File: config.mk
export PLATFORM = sky130hd
export DESIGN_NAME = host_bus_port
export DESIGN_NICKNAME = d
export VERILOG_FILES = /design/src/rtl/hbp_pkg.sv /design/src/rtl/hbp_mode_strap.sv /design/src/rtl/hbp_pin_sync.sv /design/src/rtl/hbp_edge_detect.sv /design/src/rtl/hbp_nibble_asm.sv /design/src/rtl/host_bus_port.sv
export SDC_FILE = /design/constraint.sdc
export NUM_CORES = 1
export LEC_CHECK = 0
export BUFFER_PORTS_ARGS = -buffer_cell sky130_fd_sc_hd__buf_2
export CAP_MARGIN = 10
export CORE_ASPECT_RATIO = 0.9
export CORE_MARGIN = 2
export CORE_UTILIZATION = 40
export CTS_BUF_LIST = sky130_fd_sc_hd__clkbuf_4
export CTS_CLUSTER_SIZE = 10
export DETAILED_ROUTE_END_ITERATION = 10
export GPL_TIMING_DRIVEN = 0
export SYNTH_ARGS = -nofsm -noshare
export SYNTH_HDL_FRONTEND = slang
export SYNTH_SLANG_ARGS = --single-unit
File: constraint.sdc
create_clock -name clk -period 1.2 [get_ports clk]
set_input_delay 0.18 -clock clk [delete_from_list [all_inputs] [get_ports clk]]
set_output_delay 0.18 -clock clk [all_outputs]
set_load 0.01 [all_outputs]
File: src/rtl/hbp_pkg.sv
package hbp_pkg;
    localparam int BUS_W       = 8;
    localparam int NIB_W       = BUS_W / 2;
    localparam int SYNC_STAGES = 2;

    typedef enum logic {
        BUS_STROBE = 1'b0,
        BUS_ENABLE = 1'b1
    } bus_style_e;

    typedef enum logic {
        WIDTH_NIB  = 1'b0,
        WIDTH_FULL = 1'b1
    } xfer_width_e;

    typedef struct packed {
        logic             cs_n;
        logic             tag;
        logic             wr;
        logic             en;
        logic [BUS_W-1:0] bus;
    } pin_sample_t;

    typedef struct packed {
        logic             tag_data;
        logic [BUS_W-1:0] val;
    } host_word_t;

    localparam pin_sample_t PIN_IDLE = '{cs_n: 1'b1, tag: 1'b0, wr: 1'b1,
                                          en: 1'b0, bus: '0};

    function automatic logic is_width_cmd(host_word_t w);
        return (!w.tag_data) && (w.val[BUS_W-1 -: 3] == 3'b001);
    endfunction

    function automatic xfer_width_e width_of_cmd(host_word_t w);
        return w.val[NIB_W] ? WIDTH_FULL : WIDTH_NIB;
    endfunction
endpackage

File: src/rtl/hbp_mode_strap.sv
module hbp_mode_strap
    import hbp_pkg::*;
(
    input  logic       clk,
    input  logic       rst,
    input  logic       strap,
    output bus_style_e style
);
    bus_style_e style_q;

    always_ff @(posedge clk) begin
        if (rst) style_q <= strap ? BUS_ENABLE : BUS_STROBE;
    end

    assign style = style_q;

    assert_strap_hold_R7: assert property (@(posedge clk) disable iff (rst)
        !$past(rst) |-> $stable(style_q));
endmodule

File: src/rtl/hbp_pin_sync.sv
module hbp_pin_sync
    import hbp_pkg::*;
#(
    parameter int STAGES = SYNC_STAGES
) (
    input  logic        clk,
    input  logic        rst,
    input  pin_sample_t raw,
    output pin_sample_t synced
);
    pin_sample_t stage_q [STAGES];

    generate
        for (genvar g = 0; g < STAGES; g++) begin : g_stage
            if (g == 0) begin : g_first
                always_ff @(posedge clk) begin
                    if (rst) stage_q[g] <= PIN_IDLE;
                    else     stage_q[g] <= raw;
                end
            end else begin : g_next
                always_ff @(posedge clk) begin
                    if (rst) stage_q[g] <= PIN_IDLE;
                    else     stage_q[g] <= stage_q[g-1];
                end
            end
        end
    endgenerate

    assign synced = stage_q[STAGES-1];
endmodule

File: src/rtl/hbp_edge_detect.sv
module hbp_edge_detect
    import hbp_pkg::*;
(
    input  logic        clk,
    input  logic        rst,
    input  bus_style_e  style,
    input  pin_sample_t cur,
    output logic        evt,
    output host_word_t  word
);
    pin_sample_t prev_q;
    logic        strobe_hit;
    logic        qualified;

    always_ff @(posedge clk) begin
        if (rst) prev_q <= PIN_IDLE;
        else     prev_q <= cur;
    end

    always_comb begin
        unique case (style)
            BUS_STROBE: begin
                strobe_hit = !prev_q.wr && cur.wr;
                qualified  = !prev_q.cs_n;
            end
            BUS_ENABLE: begin
                strobe_hit = prev_q.en && !cur.en;
                qualified  = !prev_q.cs_n && !prev_q.wr;
            end
            default: begin
                strobe_hit = 1'b0;
                qualified  = 1'b0;
            end
        endcase
    end

    assign evt           = strobe_hit && qualified;
    assign word.tag_data = prev_q.tag;
    assign word.val      = prev_q.bus;

    assert_evt_spacing_R10: assert property (@(posedge clk) disable iff (rst)
        evt |=> !evt);
endmodule

File: src/rtl/hbp_nibble_asm.sv
module hbp_nibble_asm
    import hbp_pkg::*;
(
    input  logic       clk,
    input  logic       rst,
    input  logic       evt,
    input  host_word_t word,
    output logic       out_valid,
    output host_word_t out_word
);
    xfer_width_e      width_q;
    logic             phase_q;
    logic [NIB_W-1:0] upper_q;
    logic             out_valid_q;
    host_word_t       out_q;

    host_word_t       asm_word;
    logic             done;

    always_comb begin
        if (width_q == WIDTH_FULL) begin
            asm_word = word;
        end else begin
            asm_word.tag_data = word.tag_data;
            asm_word.val      = {upper_q, word.val[BUS_W-1 -: NIB_W]};
        end
        done = evt && ((width_q == WIDTH_FULL) || phase_q);
    end

    always_ff @(posedge clk) begin
        if (rst) begin
            width_q     <= WIDTH_FULL;
            phase_q     <= 1'b0;
            upper_q     <= '0;
            out_valid_q <= 1'b0;
            out_q       <= '0;
        end else begin
            out_valid_q <= done;
            if (done) out_q <= asm_word;
            if (evt && width_q == WIDTH_NIB && !phase_q) begin
                upper_q <= word.val[BUS_W-1 -: NIB_W];
                phase_q <= 1'b1;
            end else if (done) begin
                phase_q <= 1'b0;
            end
            if (done && is_width_cmd(asm_word)) begin
                width_q <= width_of_cmd(asm_word);
                if (width_of_cmd(asm_word) != width_q) phase_q <= 1'b0;
            end
        end
    end

    assign out_valid = out_valid_q;
    assign out_word  = out_q;

    assert_single_pulse_R10: assert property (@(posedge clk) disable iff (rst)
        out_valid_q |=> !out_valid_q);

    assert_full_byte_R2: assert property (@(posedge clk) disable iff (rst)
        (evt && width_q == WIDTH_FULL) |=> out_valid_q);

    assert_phase_idle_R9: assert property (@(posedge clk) disable iff (rst)
        (width_q == WIDTH_FULL) |-> !phase_q);

    assert_width_cmd_R8: assert property (@(posedge clk) disable iff (rst)
        (out_valid_q && is_width_cmd(out_q)) |-> (width_q == width_of_cmd(out_q)));
endmodule

File: src/rtl/host_bus_port.sv
module host_bus_port
    import hbp_pkg::*;
(
    input  logic             clk,
    input  logic             rst_n,
    input  logic             mode68,
    input  logic             cs_n,
    input  logic             a0,
    input  logic             wr_n_rw,
    input  logic             e_rd,
    input  logic [BUS_W-1:0] d,
    output logic             byte_valid,
    output logic [BUS_W-1:0] byte_data,
    output logic             is_data
);
    logic        rst;
    bus_style_e  style;
    pin_sample_t raw;
    pin_sample_t synced;
    logic        evt;
    host_word_t  word;
    host_word_t  out_word;

    assign rst = !rst_n;

    assign raw.cs_n = cs_n;
    assign raw.tag  = a0;
    assign raw.wr   = wr_n_rw;
    assign raw.en   = e_rd;
    assign raw.bus  = d;

    hbp_mode_strap u_strap (
        .clk   (clk),
        .rst   (rst),
        .strap (mode68),
        .style (style)
    );

    hbp_pin_sync #(.STAGES(SYNC_STAGES)) u_sync (
        .clk    (clk),
        .rst    (rst),
        .raw    (raw),
        .synced (synced)
    );

    hbp_edge_detect u_edge (
        .clk   (clk),
        .rst   (rst),
        .style (style),
        .cur   (synced),
        .evt   (evt),
        .word  (word)
    );

    hbp_nibble_asm u_asm (
        .clk       (clk),
        .rst       (rst),
        .evt       (evt),
        .word      (word),
        .out_valid (byte_valid),
        .out_word  (out_word)
    );

    assign byte_data = out_word.val;
    assign is_data   = out_word.tag_data;

    assert_reset_quiet_R1: assert property (@(posedge clk)
        !rst_n |=> !byte_valid);
endmodule

==> summary.txt <==
Worst setup path
  • Reg2Reg Depth: 5
  • FF-to-FF Start: u_strap.style
  • Worst path slowest cell: edfxtp_1
  • Startpoint types: register
  • Critical R2R Capture: u_asm.out_word[4]
  • Worst-path fanout max: 10
  • Crit-path cells: and3b_1 > o221a_1 > buf_6 > buf_12 > a211oi_2
  • Crit. End Element: register
  • Arrival @ worst endpoint: 1.69 ns
  • CP required: 1.49 ns
  • Crit-path max cell delay: 0.42 ns
  • R2r setup slk: -0.21 ns
  • Kind of critical path: register to register

Min path
  • Worst Hold Path EP: u_sync.stage_q[0][6]
  • Hold wc startpoint: d[6]
  • Worst hold path class: input port to register
  • Worst hold path depth: 2

Logic synthesis
  • Post-synth top area share: 59.3%
  • Most common cell in the netlist: dfxtp_1
  • Syn_nets: 171
  • Synth area leader: dfxtp_1
  • Sequential area share after synthesis: 61.0%
  • Post-synth EDFFs: 1
  • Cells after synthesis: 156
  • Distinct cells, synth: 28
  • Syn. warnings: 0
  • Async S/R FF share, synth: 0%
  • Synth cell count leaders: dfxtp_1 (52), and2_1 (29), nor2_1 (9)
  • Mapped cell area: 1760 µm²
  • Flip-flop and latch count after synthesis: 53
  • Ranking of synthesized cells by area: dfxtp_1 (59%), and2_1 (10%), a211oi_2 (5.0%)
  • Main synth FF type: dfxtp_1
  • Mean Syn Cell Area: 11.3 µm²

CTS
  • H-Tree Depth: 2
  • Max clock buf depth: 2
  • CTS buffer count: 5
  • Reg clk slew, reported paths: 0.15 ns
  • Clock sinks: 53
  • Clk root buf: clkbuf_4
  • CTS tree: done
  • Clk_lat worst skew: 0.36 ns

Floorplan
  • Die width: 73.9 µm
  • Die Height: 66.9 µm
  • Row count: 22
  • Starting density of the core: 42.3%
  • Core area: 4160 µm²
  • # IOs: 25
  • Total Die Area: 4940 µm²

STA
  • Pins Over Slew Limit: 0
  • Final Hold Vio Count: 0
  • Worst slew pin tran: 0.416 ns
  • Tmin final: 1.41 ns
  • Final worst slack: -0.207 ns
  • Final Skew: 0.0163 ns
  • Final setup viols: 15
  • Fin crit share: 117%
  • RSZ-0062 raised after global routing: true
  • Max Clk Rate: 711 MHz
  • Rel. slew slack: 72.3%

Global route
  • Remaining Overflow, GRT: 0
  • Met2 usage in global routing: 21.9%
  • Global-route met3 utilization: 5.90%
  • Largest net degree at the start of global routing: 17
  • Initial antenna violation count: 0
  • GR peak layer: met2
  • Number of global-route vias before repair: 1054
  • GRT Overall Usage: 13.1%
  • Met1 Use GR: 14.6%
  • First-pass GRT wire length: 4690 µm

Pwr
  • Design Power: 2.95 mW
  • Worst VDD drop: 0.000647 V
  • Leakage: 0.910 nW
  • Pwr Density: 1370 nW/µm²

Route
  • Vias: 1163
  • Drt total wl: 2840 µm
  • Vias/cell: 4.46
  • Initial DRC count: 31
  • Wire per inst: 10.9 µm
  • DRC: 0
  • Antenna-violating nets left: 0
  • Pre-Repair DR Iteration Count: 4

Final layout
  • Antenna cells: 0
  • Filler instances: 378
  • Area growth syn-to-layout: 22.9%
  • Fraction of layout cells with a size suffix above 1: 25.9%
  • Net count, final: 215

Placement
  • Place WS: -0.228 ns
  • Buffers on Ports: 23
  • Placer congestion estimate: 0.849
  • Post-DP HPWL: 1920 µm

Run status
  • Status: finished with violations
  • Failing checks: negative setup slack

Flow run
  • Max Cap Viol: 0
critical path: cells and delay by family (launching register included):
kind | cells | cell delay, ns
buffers and inverters | 2 | 0.29
DFF | 1 | 0.42
and+or+nand+nor | 1 | 0.20
AOI/OAI and AO/OA | 2 | 0.42
worst max path at each step:
stage	from	to
5_1_grt	u_strap.style	u_asm.out_word[4]
6_report	u_strap.style	u_asm.out_word[4]
2_1_floorplan	u_strap.style	u_asm.out_word[5]
3_3_place_gp	u_strap.style	u_asm.upper_q[0]
3_5_place_dp	u_strap.style	u_asm.upper_q[0]
4_1_cts	u_strap.style	u_asm.out_word[5]
cells by family (layout without fill, tap and decap cells):
family | after synthesis | after routing | share of synthesized area [%]
and+or+nand+nor | 64 | 64 | 20.8
DFF | 53 | 53 | 61.0
AOI/OAI and AO/OA | 20 | 20 | 9.40
buffers and inverters | 10 | 55 | 3.63
muxes | 9 | 9 | 5.20
state kept, by name, indices dropped and copies added (netlist names):
signal           count
u_asm.upper_q        4
u_strap.style        1
u_sync.stage_q      24
u_edge.word          9
u_edge.prev_q        3
u_asm.width_q        1
u_asm.phase_q        1
u_asm.out_word       9
u_asm.out_valid      1
placed cells by master (no fill, tap or decap), drive strengths merged:
cell | netlist | layout
and3b | 1 | 1
a211oi | 7 | 7
nor4b | 1 | 1
nand2 | 6 | 6
inv | 1 | 1
o211ai | 1 | 1
bufinv | 0 | 1
and3 | 1 | 1
nand2b | 7 | 7
and2 | 30 | 30
nor2b | 1 | 1
buf | 4 | 31
a21oi | 2 | 2
nor2 | 11 | 11
nor3 | 1 | 1
clkbuf | 5 | 11
dfxtp | 52 | 52
o221a | 1 | 1
mux2i | 8 | 8
edfxtp | 1 | 1
o21ai | 8 | 8
nand3 | 4 | 4
dlygate4sd3 | 0 | 10
a41oi | 1 | 1
clkinv | 0 | 1
mux2 | 1 | 1
nand3b | 1 | 1
layer usage:
layer	share of wire (%)	vias to the layer above
met5	0	-
met4	1.4	0
met3	6.1	6
met2	45	30
met1	47	523
li1	-	604
layout make-up:
cell class                      count  area [µm²]  share of cell area, %
Tap cell                           60        75.1                   3.48
Timing Repair Buffer               37         245                   11.4
Sequential cell                    53        1070                   49.6
Multi-Input combinational cell     93         624                   28.9
Buffer                              9        60.1                   2.78
Clock buffer                        6        45.0                   2.09
Clock inverter                      2        35.0                   1.62
Inverter                            1        3.75                  0.174
power by group:
group	switching, mW	internal [mW]	total (mW)
Sequential	0.0143	1.82	1.83
Combinational	0.0589	0.0803	0.139
Clock	0.524	0.460	0.984
Total	0.597	2.36	2.95
timing repair:
action,4_1_cts,5_1_grt
endpoints found under the setup margin,15,15
hold buffers,3,7
hold endpoints to repair,3,7
resized for setup,2,0
pin swaps,1,0
setup buffers,3,1
stage by stage:
stage / TNS [ns] / instances / hold slack [ns] / utilization [%] / instance area (µm²)
global placement: -2.01 / 239 / 0.360 / 46.8 / 1950
global route: -3.69 / 261 / 0.000609 / 52.0 / 2160
CTS: -2.16 / 253 / 0.000216 / 50.1 / 2080
finish: -2.34 / 261 / 0.0264 / 52.0 / 2160
floorplan: -0.501 / 156 / 0.279 / - / 1760
detailed placement: -2.45 / 239 / 0.369 / 46.8 / 1950
(Power assumes the default switching activity.)
